===== src/rtl/rtc_pkg.sv =====
package rtc_pkg;

  typedef enum logic [3:0] {
    REG_SUBSEC = 4'd0,
    REG_SEC    = 4'd1,
    REG_MIN    = 4'd2,
    REG_HOUR   = 4'd3,
    REG_WDAY   = 4'd4,
    REG_DAY    = 4'd5,
    REG_MON    = 4'd6,
    REG_YEAR   = 4'd7,
    REG_CTL1   = 4'd14,
    REG_CTL2   = 4'd15
  } reg_idx_e;

  typedef struct packed {
    logic [15:0] yr;
    logic [7:0]  mon;
    logic [7:0]  day;
    logic [7:0]  wday;
    logic [7:0]  hr;
    logic [7:0]  min;
    logic [7:0]  sec;
  } rtc_time_t;

  function automatic logic [7:0] bcd_inc(input logic [7:0] v);
    if (v[3:0] >= 4'd9) return {v[7:4] + 4'd1, 4'h0};
    return {v[7:4], v[3:0] + 4'd1};
  endfunction

  // packed BCD byte divisible by 4
  function automatic logic bcd_div4(input logic [7:0] v);
    if (v[4]) return (v[3:0] == 4'd2) || (v[3:0] == 4'd6);
    return (v[3:0] == 4'd0) || (v[3:0] == 4'd4) || (v[3:0] == 4'd8);
  endfunction

  function automatic logic is_leap(input logic [15:0] y);
    if (y[7:0] == 8'h00) return bcd_div4(y[15:8]);
    return bcd_div4(y[7:0]);
  endfunction

  function automatic logic [7:0] month_len(input logic [7:0] m, input logic leap);
    case (m)
      8'h02:                      return leap ? 8'h29 : 8'h28;
      8'h04, 8'h06, 8'h09, 8'h11: return 8'h30;
      default:                    return 8'h31;
    endcase
  endfunction

endpackage


===== src/rtl/rtc_prescaler.sv =====
module rtc_prescaler #(
  parameter int W = 7
) (
  input  logic         clk_i,
  input  logic         rst_ni,
  input  logic         clr_i,
  input  logic         run_i,
  input  logic         tick_i,
  output logic [W-1:0] cnt_o,
  output logic         wrap_o
);
  localparam logic [W-1:0] CNT_MAX = {W{1'b1}};

  logic [W-1:0] cnt_q;

  always_ff @(posedge clk_i or negedge rst_ni) begin
    if (!rst_ni)                cnt_q <= '0;
    else if (clr_i)             cnt_q <= '0;
    else if (run_i && tick_i)   cnt_q <= cnt_q + 1'b1;
  end

  assign cnt_o  = cnt_q;
  assign wrap_o = run_i && tick_i && !clr_i && (cnt_q == CNT_MAX);
endmodule


===== src/rtl/rtc_calendar.sv =====
module rtc_calendar
  import rtc_pkg::*;
(
  input  logic      clk_i,
  input  logic      rst_ni,
  input  logic      sec_inc_i,
  input  logic      adj_i,
  input  logic      wr_i,
  input  reg_idx_e  wr_idx_i,
  input  logic [15:0] wr_data_i,
  output rtc_time_t time_o
);
  localparam rtc_time_t TIME_RST = '{yr: 16'h2000, mon: 8'h01, day: 8'h01,
                                     wday: 8'h06, hr: 8'h00, min: 8'h00, sec: 8'h00};

  rtc_time_t cur_q, nxt;
  logic c_min, c_hr, c_day, c_mon, c_yr, leap;

  assign leap = is_leap(cur_q.yr);

  always_comb begin
    nxt   = cur_q;
    c_min = 1'b0;
    c_hr  = 1'b0;
    c_day = 1'b0;
    c_mon = 1'b0;
    c_yr  = 1'b0;
    // adjust has priority over a same-cycle seconds step
    if (adj_i) begin
      nxt.sec = 8'h00;
      c_min   = (cur_q.sec >= 8'h30);
    end else if (sec_inc_i) begin
      if (cur_q.sec >= 8'h59) begin nxt.sec = 8'h00; c_min = 1'b1; end
      else nxt.sec = bcd_inc(cur_q.sec);
    end
    if (c_min) begin
      if (cur_q.min >= 8'h59) begin nxt.min = 8'h00; c_hr = 1'b1; end
      else nxt.min = bcd_inc(cur_q.min);
    end
    if (c_hr) begin
      if (cur_q.hr >= 8'h23) begin nxt.hr = 8'h00; c_day = 1'b1; end
      else nxt.hr = bcd_inc(cur_q.hr);
    end
    if (c_day) begin
      nxt.wday = (cur_q.wday >= 8'h06) ? 8'h00 : bcd_inc(cur_q.wday);
      if (cur_q.day >= month_len(cur_q.mon, leap)) begin nxt.day = 8'h01; c_mon = 1'b1; end
      else nxt.day = bcd_inc(cur_q.day);
    end
    if (c_mon) begin
      if (cur_q.mon >= 8'h12) begin nxt.mon = 8'h01; c_yr = 1'b1; end
      else nxt.mon = bcd_inc(cur_q.mon);
    end
    if (c_yr) begin
      if (cur_q.yr[7:0] >= 8'h99) begin
        nxt.yr[7:0]  = 8'h00;
        nxt.yr[15:8] = (cur_q.yr[15:8] >= 8'h99) ? 8'h00 : bcd_inc(cur_q.yr[15:8]);
      end else begin
        nxt.yr[7:0] = bcd_inc(cur_q.yr[7:0]);
      end
    end
    if (wr_i && !adj_i) begin
      case (wr_idx_i)
        REG_SEC:  nxt.sec  = wr_data_i[7:0];
        REG_MIN:  nxt.min  = wr_data_i[7:0];
        REG_HOUR: nxt.hr   = wr_data_i[7:0];
        REG_WDAY: nxt.wday = wr_data_i[7:0];
        REG_DAY:  nxt.day  = wr_data_i[7:0];
        REG_MON:  nxt.mon  = wr_data_i[7:0];
        REG_YEAR: nxt.yr   = wr_data_i;
        default: ;
      endcase
    end
  end

  always_ff @(posedge clk_i or negedge rst_ni) begin
    if (!rst_ni) cur_q <= TIME_RST;
    else         cur_q <= nxt;
  end

  assign time_o = cur_q;
endmodule


===== src/rtl/bcd_rtc_core.sv =====
module bcd_rtc_core
  import rtc_pkg::*;
#(
  parameter int SUBSEC_W = 7
) (
  input  logic        clk_i,
  input  logic        rst_ni,
  input  logic        tick_i,
  input  logic        wr_i,
  input  logic [3:0]  addr_i,
  input  logic [15:0] wdata_i,
  output logic [15:0] rdata_o,
  output logic        irq_o
);
  localparam int PAD_W = 16 - SUBSEC_W;

  reg_idx_e      idx;
  logic          start_q, en_q, prst_q, adj_q, cf_q, cie_q;
  logic          running, sec_inc, wr_ctl1, wr_ctl2, wr_time;
  logic [SUBSEC_W-1:0] sub_cnt;
  rtc_time_t     cur_time;

  assign idx     = reg_idx_e'(addr_i);
  assign running = start_q && en_q;
  assign wr_ctl1 = wr_i && (idx == REG_CTL1);
  assign wr_ctl2 = wr_i && (idx == REG_CTL2);
  assign wr_time = wr_i && !start_q;

  rtc_prescaler #(.W(SUBSEC_W)) u_presc (
    .clk_i  (clk_i),
    .rst_ni (rst_ni),
    .clr_i  (prst_q),
    .run_i  (running),
    .tick_i (tick_i),
    .cnt_o  (sub_cnt),
    .wrap_o (sec_inc)
  );

  rtc_calendar u_cal (
    .clk_i     (clk_i),
    .rst_ni    (rst_ni),
    .sec_inc_i (sec_inc),
    .adj_i     (adj_q),
    .wr_i      (wr_time),
    .wr_idx_i  (idx),
    .wr_data_i (wdata_i),
    .time_o    (cur_time)
  );

  always_ff @(posedge clk_i or negedge rst_ni) begin
    if (!rst_ni) begin
      start_q <= 1'b0;
      en_q    <= 1'b0;
      prst_q  <= 1'b0;
      adj_q   <= 1'b0;
      cf_q    <= 1'b0;
      cie_q   <= 1'b0;
    end else begin
      // a seconds step beats a clearing write
      cf_q <= sec_inc || (cf_q && !(wr_ctl1 && !wdata_i[7]));
      if (wr_ctl1) cie_q <= wdata_i[4];
      adj_q <= wr_ctl2 && wdata_i[2];
      if (wr_ctl2) begin
        start_q <= wdata_i[0];
        prst_q  <= wdata_i[1];
        en_q    <= wdata_i[3];
      end
    end
  end

  always_comb begin
    case (idx)
      REG_SUBSEC: rdata_o = {{PAD_W{1'b0}}, sub_cnt};
      REG_SEC:    rdata_o = {8'h00, cur_time.sec};
      REG_MIN:    rdata_o = {8'h00, cur_time.min};
      REG_HOUR:   rdata_o = {8'h00, cur_time.hr};
      REG_WDAY:   rdata_o = {8'h00, cur_time.wday};
      REG_DAY:    rdata_o = {8'h00, cur_time.day};
      REG_MON:    rdata_o = {8'h00, cur_time.mon};
      REG_YEAR:   rdata_o = cur_time.yr;
      REG_CTL1:   rdata_o = {8'h00, cf_q, 2'b00, cie_q, 4'h0};
      REG_CTL2:   rdata_o = {12'h000, en_q, adj_q, prst_q, start_q};
      default:    rdata_o = 16'h0000;
    endcase
  end

  assign irq_o = cf_q && cie_q;
endmodule


===== config.mk =====
export PLATFORM = sky130hd
export DESIGN_NAME = bcd_rtc_core
export DESIGN_NICKNAME = d
export VERILOG_FILES = /design/src/rtl/rtc_pkg.sv /design/src/rtl/rtc_prescaler.sv /design/src/rtl/rtc_calendar.sv /design/src/rtl/bcd_rtc_core.sv
export SDC_FILE = /design/constraint.sdc
export NUM_CORES = 1
export LEC_CHECK = 0
export BUFFER_PORTS_ARGS = -buffer_cell sky130_fd_sc_hd__buf_2
export CAP_MARGIN = 5
export CORE_MARGIN = 10
export CORE_UTILIZATION = 61
export DETAILED_ROUTE_END_ITERATION = 7
export GPL_TIMING_DRIVEN = 0
export PLACE_DENSITY = 0.84
export SYNTH_ARGS = -nofsm -noshare
export SYNTH_HDL_FRONTEND = slang
export SYNTH_SLANG_ARGS = --single-unit

===== constraint.sdc =====
create_clock -name clk_i -period 5.6 [get_ports clk_i]
set_input_delay 0.56 -clock clk_i [delete_from_list [all_inputs] [get_ports clk_i]]
set_output_delay 0.56 -clock clk_i [all_outputs]
set_load 0.01 [all_outputs]

Word level (Yosys, flattened, before mapping) --
Index checks and enable logic that the tools add are counted.
Storage, ports and cells: logic and storage cells 193, register bits after elaboration 77, input port bits 24
Cells by class: reductions and logical operators 30, mux-type cells 92, order comparisons 17, equal/unequal tests 23, add/subtract/negate cells 17
Operator list (count):
- 8-bit 2-to-1 mux | 37
- 16-bit case mux with 10 select lines | 1
- 4-bit by 1-bit adder with 4-bit output (second input constant) | 16
- 64-bit 2-to-1 mux | 1
- 16-bit 2-to-1 mux | 3
- 1-bit 2-to-1 mux | 47
- 4-bit by 3-bit equality test with 1-bit output (second input constant) | 8
- 4-bit >= comparator (second input constant) | 8
- 4-bit by 2-bit equality test with 1-bit output (second input constant) | 4
- 4-bit equality test (second input constant) | 4
- 8-bit by 3-bit equality test with 1-bit output (second input constant) | 2
- 8-bit by 6-bit >= comparator with 1-bit output (second input constant) | 2
- 8-bit by 7-bit >= comparator with 1-bit output (second input constant) | 2
- 8-bit >= comparator (second input constant) | 2
- 8-bit case mux with 2 select lines | 1
- 7-bit 2-to-1 mux | 2
- 1-bit logical AND | 12
- 4-bit zero test | 3
- 8-bit by 2-bit equality test with 1-bit output (second input constant) | 1
- 8-bit by 4-bit equality test with 1-bit output (second input constant) | 1
- 8-bit by 5-bit equality test with 1-bit output (second input constant) | 1
- 8-bit by 3-bit >= comparator with 1-bit output (second input constant) | 1
- 8-bit by 5-bit >= comparator with 1-bit output (second input constant) | 1
- 8-bit >= comparator | 1
- 8 further kinds | 18

Depth between registers and ports, before layout --
word-level depth 20, mapped depth 16

Modules after synthesis --
Synthesis repeated with hierarchy kept, for this count alone.
Second synthesis, totals: cells, all modules 707, area, all modules 6114.6 µm²
By module, submodules not included:
- rtc_calendar | area an instance 4753.3 µm², instances 1, sequential area each 1607.8 µm², cells each 545
- bcd_rtc_core | area an instance 1011.0 µm², instances 1, sequential area each 150.1 µm², cells each 126
- rtc_prescaler | area an instance 350.3 µm², instances 1, sequential area each 175.2 µm², cells each 36

Worst setup path before layout --
No wires, ideal clock.
path type register to register, start point reg u_cal.cur_q (netlist bit u_cal.time_o[48]), end point reg u_cal.cur_q (netlist bit u_cal.time_o[43]), period minus slack after synthesis 3.244 ns, cell stages (with the launch flop) 16, arrival time 3.117 ns, slack 2.356 ns, library setup time 0.127 ns, path through dfrtp_1 inv_1 ha_1 nand4bb_1 nor3_1 o221ai_1 a21boi_0 nor2_1 a21oi_1 ha_1 nor4b_1 o211ai_1 o211ai_1 nor2_1 a41oi_1 o31ai_1
RTL lines:
- from (decl) | RTL line rtc_calendar.sv:16 | rtc_time_t cur_q, nxt;
- from (signal assigned) | RTL line rtc_calendar.sv:77 | else cur_q <= nxt;

==> impl_metrics.tcl <==
set metrics [dict create \
    worstPathMaxFanout 10 \
    ys_async_sr_fraction 1.00 \
    hpwl_um 14500 \
    setup_viol_count_final 0 \
    post-synth-top-count-cell "nand2_1" \
    synth_top_area_share 0.304 \
    power.leakage_nw 2.80 \
    rows 35 \
    muxShareOfSynthArea 0.0533 \
    portBuffers 34 \
    ctsResizeCount 0 \
    dp_slack_ns 1.29 \
    synth_top_family_by_area "simple AND/OR/NAND/NOR gates" \
    worst_pin_slew_ns 0.809 \
    drive_gt1_frac 0.106 \
    synthSimpleGateAreaFrac 0.241 \
    end_kind "register" \
    hold_violations 0 \
    grt_start_max_net_pins 48 \
    grt.total_usage 0.270 \
    drt-total-wl_um 19500 \
    drt-initial-drc-count 864 \
    nNetsFinal 834 \
    max-vdd-ir-drop_mv 0.163 \
    maxSlewHeadroom 0.457 \
    die_x_um 119 \
    clock_skew_ns 0.0121 \
    cts_max_level 3 \
    slew_violations 0 \
    first_global_vias 5723 \
    setup_tns_ns 0 \
    ys_seq_area_frac 0.327 \
    critical_path_class "register to register" \
    min_period_ns 4.48 \
    dieArea_um2 14000 \
    clk_root_buffer_cell "clkbuf_8" \
    synth_area_um2 5920 \
    ff2ff_setup_slack_ns 1.12 \
    arrival_ns 4.69 \
    fin_area_um2 6500 \
    avgViaCountPerCell 6.79 \
    fmax_mhz 223 \
    coreArea_um2 9330 \
    drv_cap 0 \
    grt_overflow 0 \
    place_area_um2 6280 \
    die_height_um 119 \
    cts_buffers 9 \
    post_cts_buffers 0 \
    status "completed" \
    synth_compound_area_frac 0.207 \
    synthAdderAreaFrac 0.114 \
    avgSynthCellArea_um2 8.34 \
    wl_per_cell_um 21.9 \
    vias 6042 \
    gp_congestion 0.988 \
    num_io_pins 41 \
    path_clk_slew_ns 0.09 \
    rsz0062_at_grt "false" \
    area_growth_pct 9.76 \
    synth_xor_area_frac 0.0163 \
    num_antenna_cells 0 \
    initial_core_util 0.635 \
    synthTopCellsByArea "dfrtp_1 30%, ha_1 11%, nand2_1 5.5%, o21ai_0 5.2%, nor2_1 4.5%" \
    required_ns 5.82 \
    power_density_nw_per_um2 326 \
    antenna_found_initial 0 \
    synthCells 710 \
    clockBufferDepth 2 \
    cts_tree "done" \
    ys.flop_type "dfrtp_1" \
    postRouteAntennaNets 0 \
    start_kind "register" \
    synth.largest_area_cell "dfrtp_1" \
    finalCritPeriodShare 0.799 \
    route.detailed.drc 0 \
    cts.sinks 77 \
    clk-insertion-delay-late_ns 0.37 \
    worst_slack_ns 1.12 \
    dr.pass1.iters 5 \
    hp-class "input pin to asynchronous set/reset pin" \
    ys_types 69 \
    ys_seq_elements 77 \
    synthesis.nets 788 \
    grt_pass1_wl_um 30800 \
    ys_top_cells_by_count "87 x nand2_1, 72 x dfrtp_1, 71 x nor2_1" \
    synth_edf_count 0 \
    yosysWarnings 0 \
    holdBufCountCts 0 \
]
routing by layer:
metal,vias up,global-route usage,share of wire
met2,412,0.400,0.43
met1,2863,0.363,0.40
met4,0,0.141,0.050
li1,2689,-,-
met5,-,0,0
met3,78,0.0538,0.11
power by group:
part           internal, W  leakage [nW]  switching (W)
Sequential        0.000687         0.943       0.000218
Combinational     0.000296          1.75       0.000434
Clock             0.000253         0.104       0.000234
Total              0.00124          2.80       0.000885
path summary, 6_finish.rpt:
path | start | to | depth (start not counted)
min in group clk_i | wdata_i[11] | u_cal.time_o[59] | 3
max in group asynchronous | rst_ni | u_cal.time_o[40] | 2
worst max register to register | u_cal.time_o[48] | u_cal.time_o[57] | 15
worst max-delay path | u_cal.time_o[48] | u_cal.time_o[57] | 15
worst min register to register | cf_q | cf_q | 2
worst min-delay path | rst_ni | u_cal.time_o[2] | 1
through the flow:
| stage | hold WS [ns] | cells | util | total power (W) |
|---|---|---|---|---|
| 5_1_grt | 0.151 | 890 | 0.697 | 0.00224 |
| 2_1_floorplan | 0.264 | 710 | - | 0.00135 |
| 4_1_cts | 0.137 | 890 | 0.697 | 0.00209 |
| 3_5_place_dp | 0.527 | 874 | 0.674 | 0.00161 |
| 6_report | 0.120 | 890 | 0.697 | 0.00212 |
| 3_3_place_gp | 0.513 | 873 | 0.670 | 0.00157 |
placed cells by master, fill, tap and decap left out, drive strengths merged, types with 4 or more instances in the layout:
cell type and n:
dfstp 5, a22o 7, nor3 22, inv 35, o31ai 10, o21ai 62
o211ai 5, mux4 5, a31oi 21, nor3b 5, mux2 10, xor2 6
nand3 37, nor2b 13, a221o 4, or3 5, nand4b 5, buf 46
a22oi 6, nor2 71, nand2b 5, nand2 88, xnor2 5, a41oi 7
clkbuf 29, nand4 13, mux2i 9, a21oi 25, o22ai 4, ha 54
and3 10, a221oi 4, dfrtp 72, and2 8
registers in the layout (all words and copies together) (netlist names):
register	flops
adj_q	1
cf_q	1
cie_q	1
en_q	1
prst_q	1
start_q	1
u_cal.time_o	64
u_presc.cnt_o	7
logic make-up (layout without fill, tap and decap cells):
kind of cell | after synthesis | after routing
compound gates | 187 | 187
xor+xnor | 11 | 11
fa+ha+maj | 54 | 54
buf+inv | 64 | 115
flops | 77 | 77
mux | 24 | 24
simple gates | 293 | 293
final cells by class:
cell class	instances	area, um^2
inverters	35	131
flip-flops and latches	77	1930
well taps	129	161
clock buffers	11	131
multi-input cells	569	3740
repair buffers	35	200
clock inverters	5	85.1
fillers	764	2830
plain buffers	29	116
worst max-delay path, cell delays in order (launching register included):
cell	delay (ns)
dfrtp_1	0.47
inv_1	0.17
ha_1	0.20
nand4bb_1	0.11
nor3_1	0.31
a31oi_1	0.08
a21boi_0	0.40
nor2_1	0.08
a21oi_1	0.17
ha_1	0.26
nor4b_1	0.44
o211ai_1	0.25
o211ai_1	0.58
nor3_2	0.17
buf_2	0.24
o311ai_0	0.42
No activity file was read; power rests on OpenSTA's default activity.
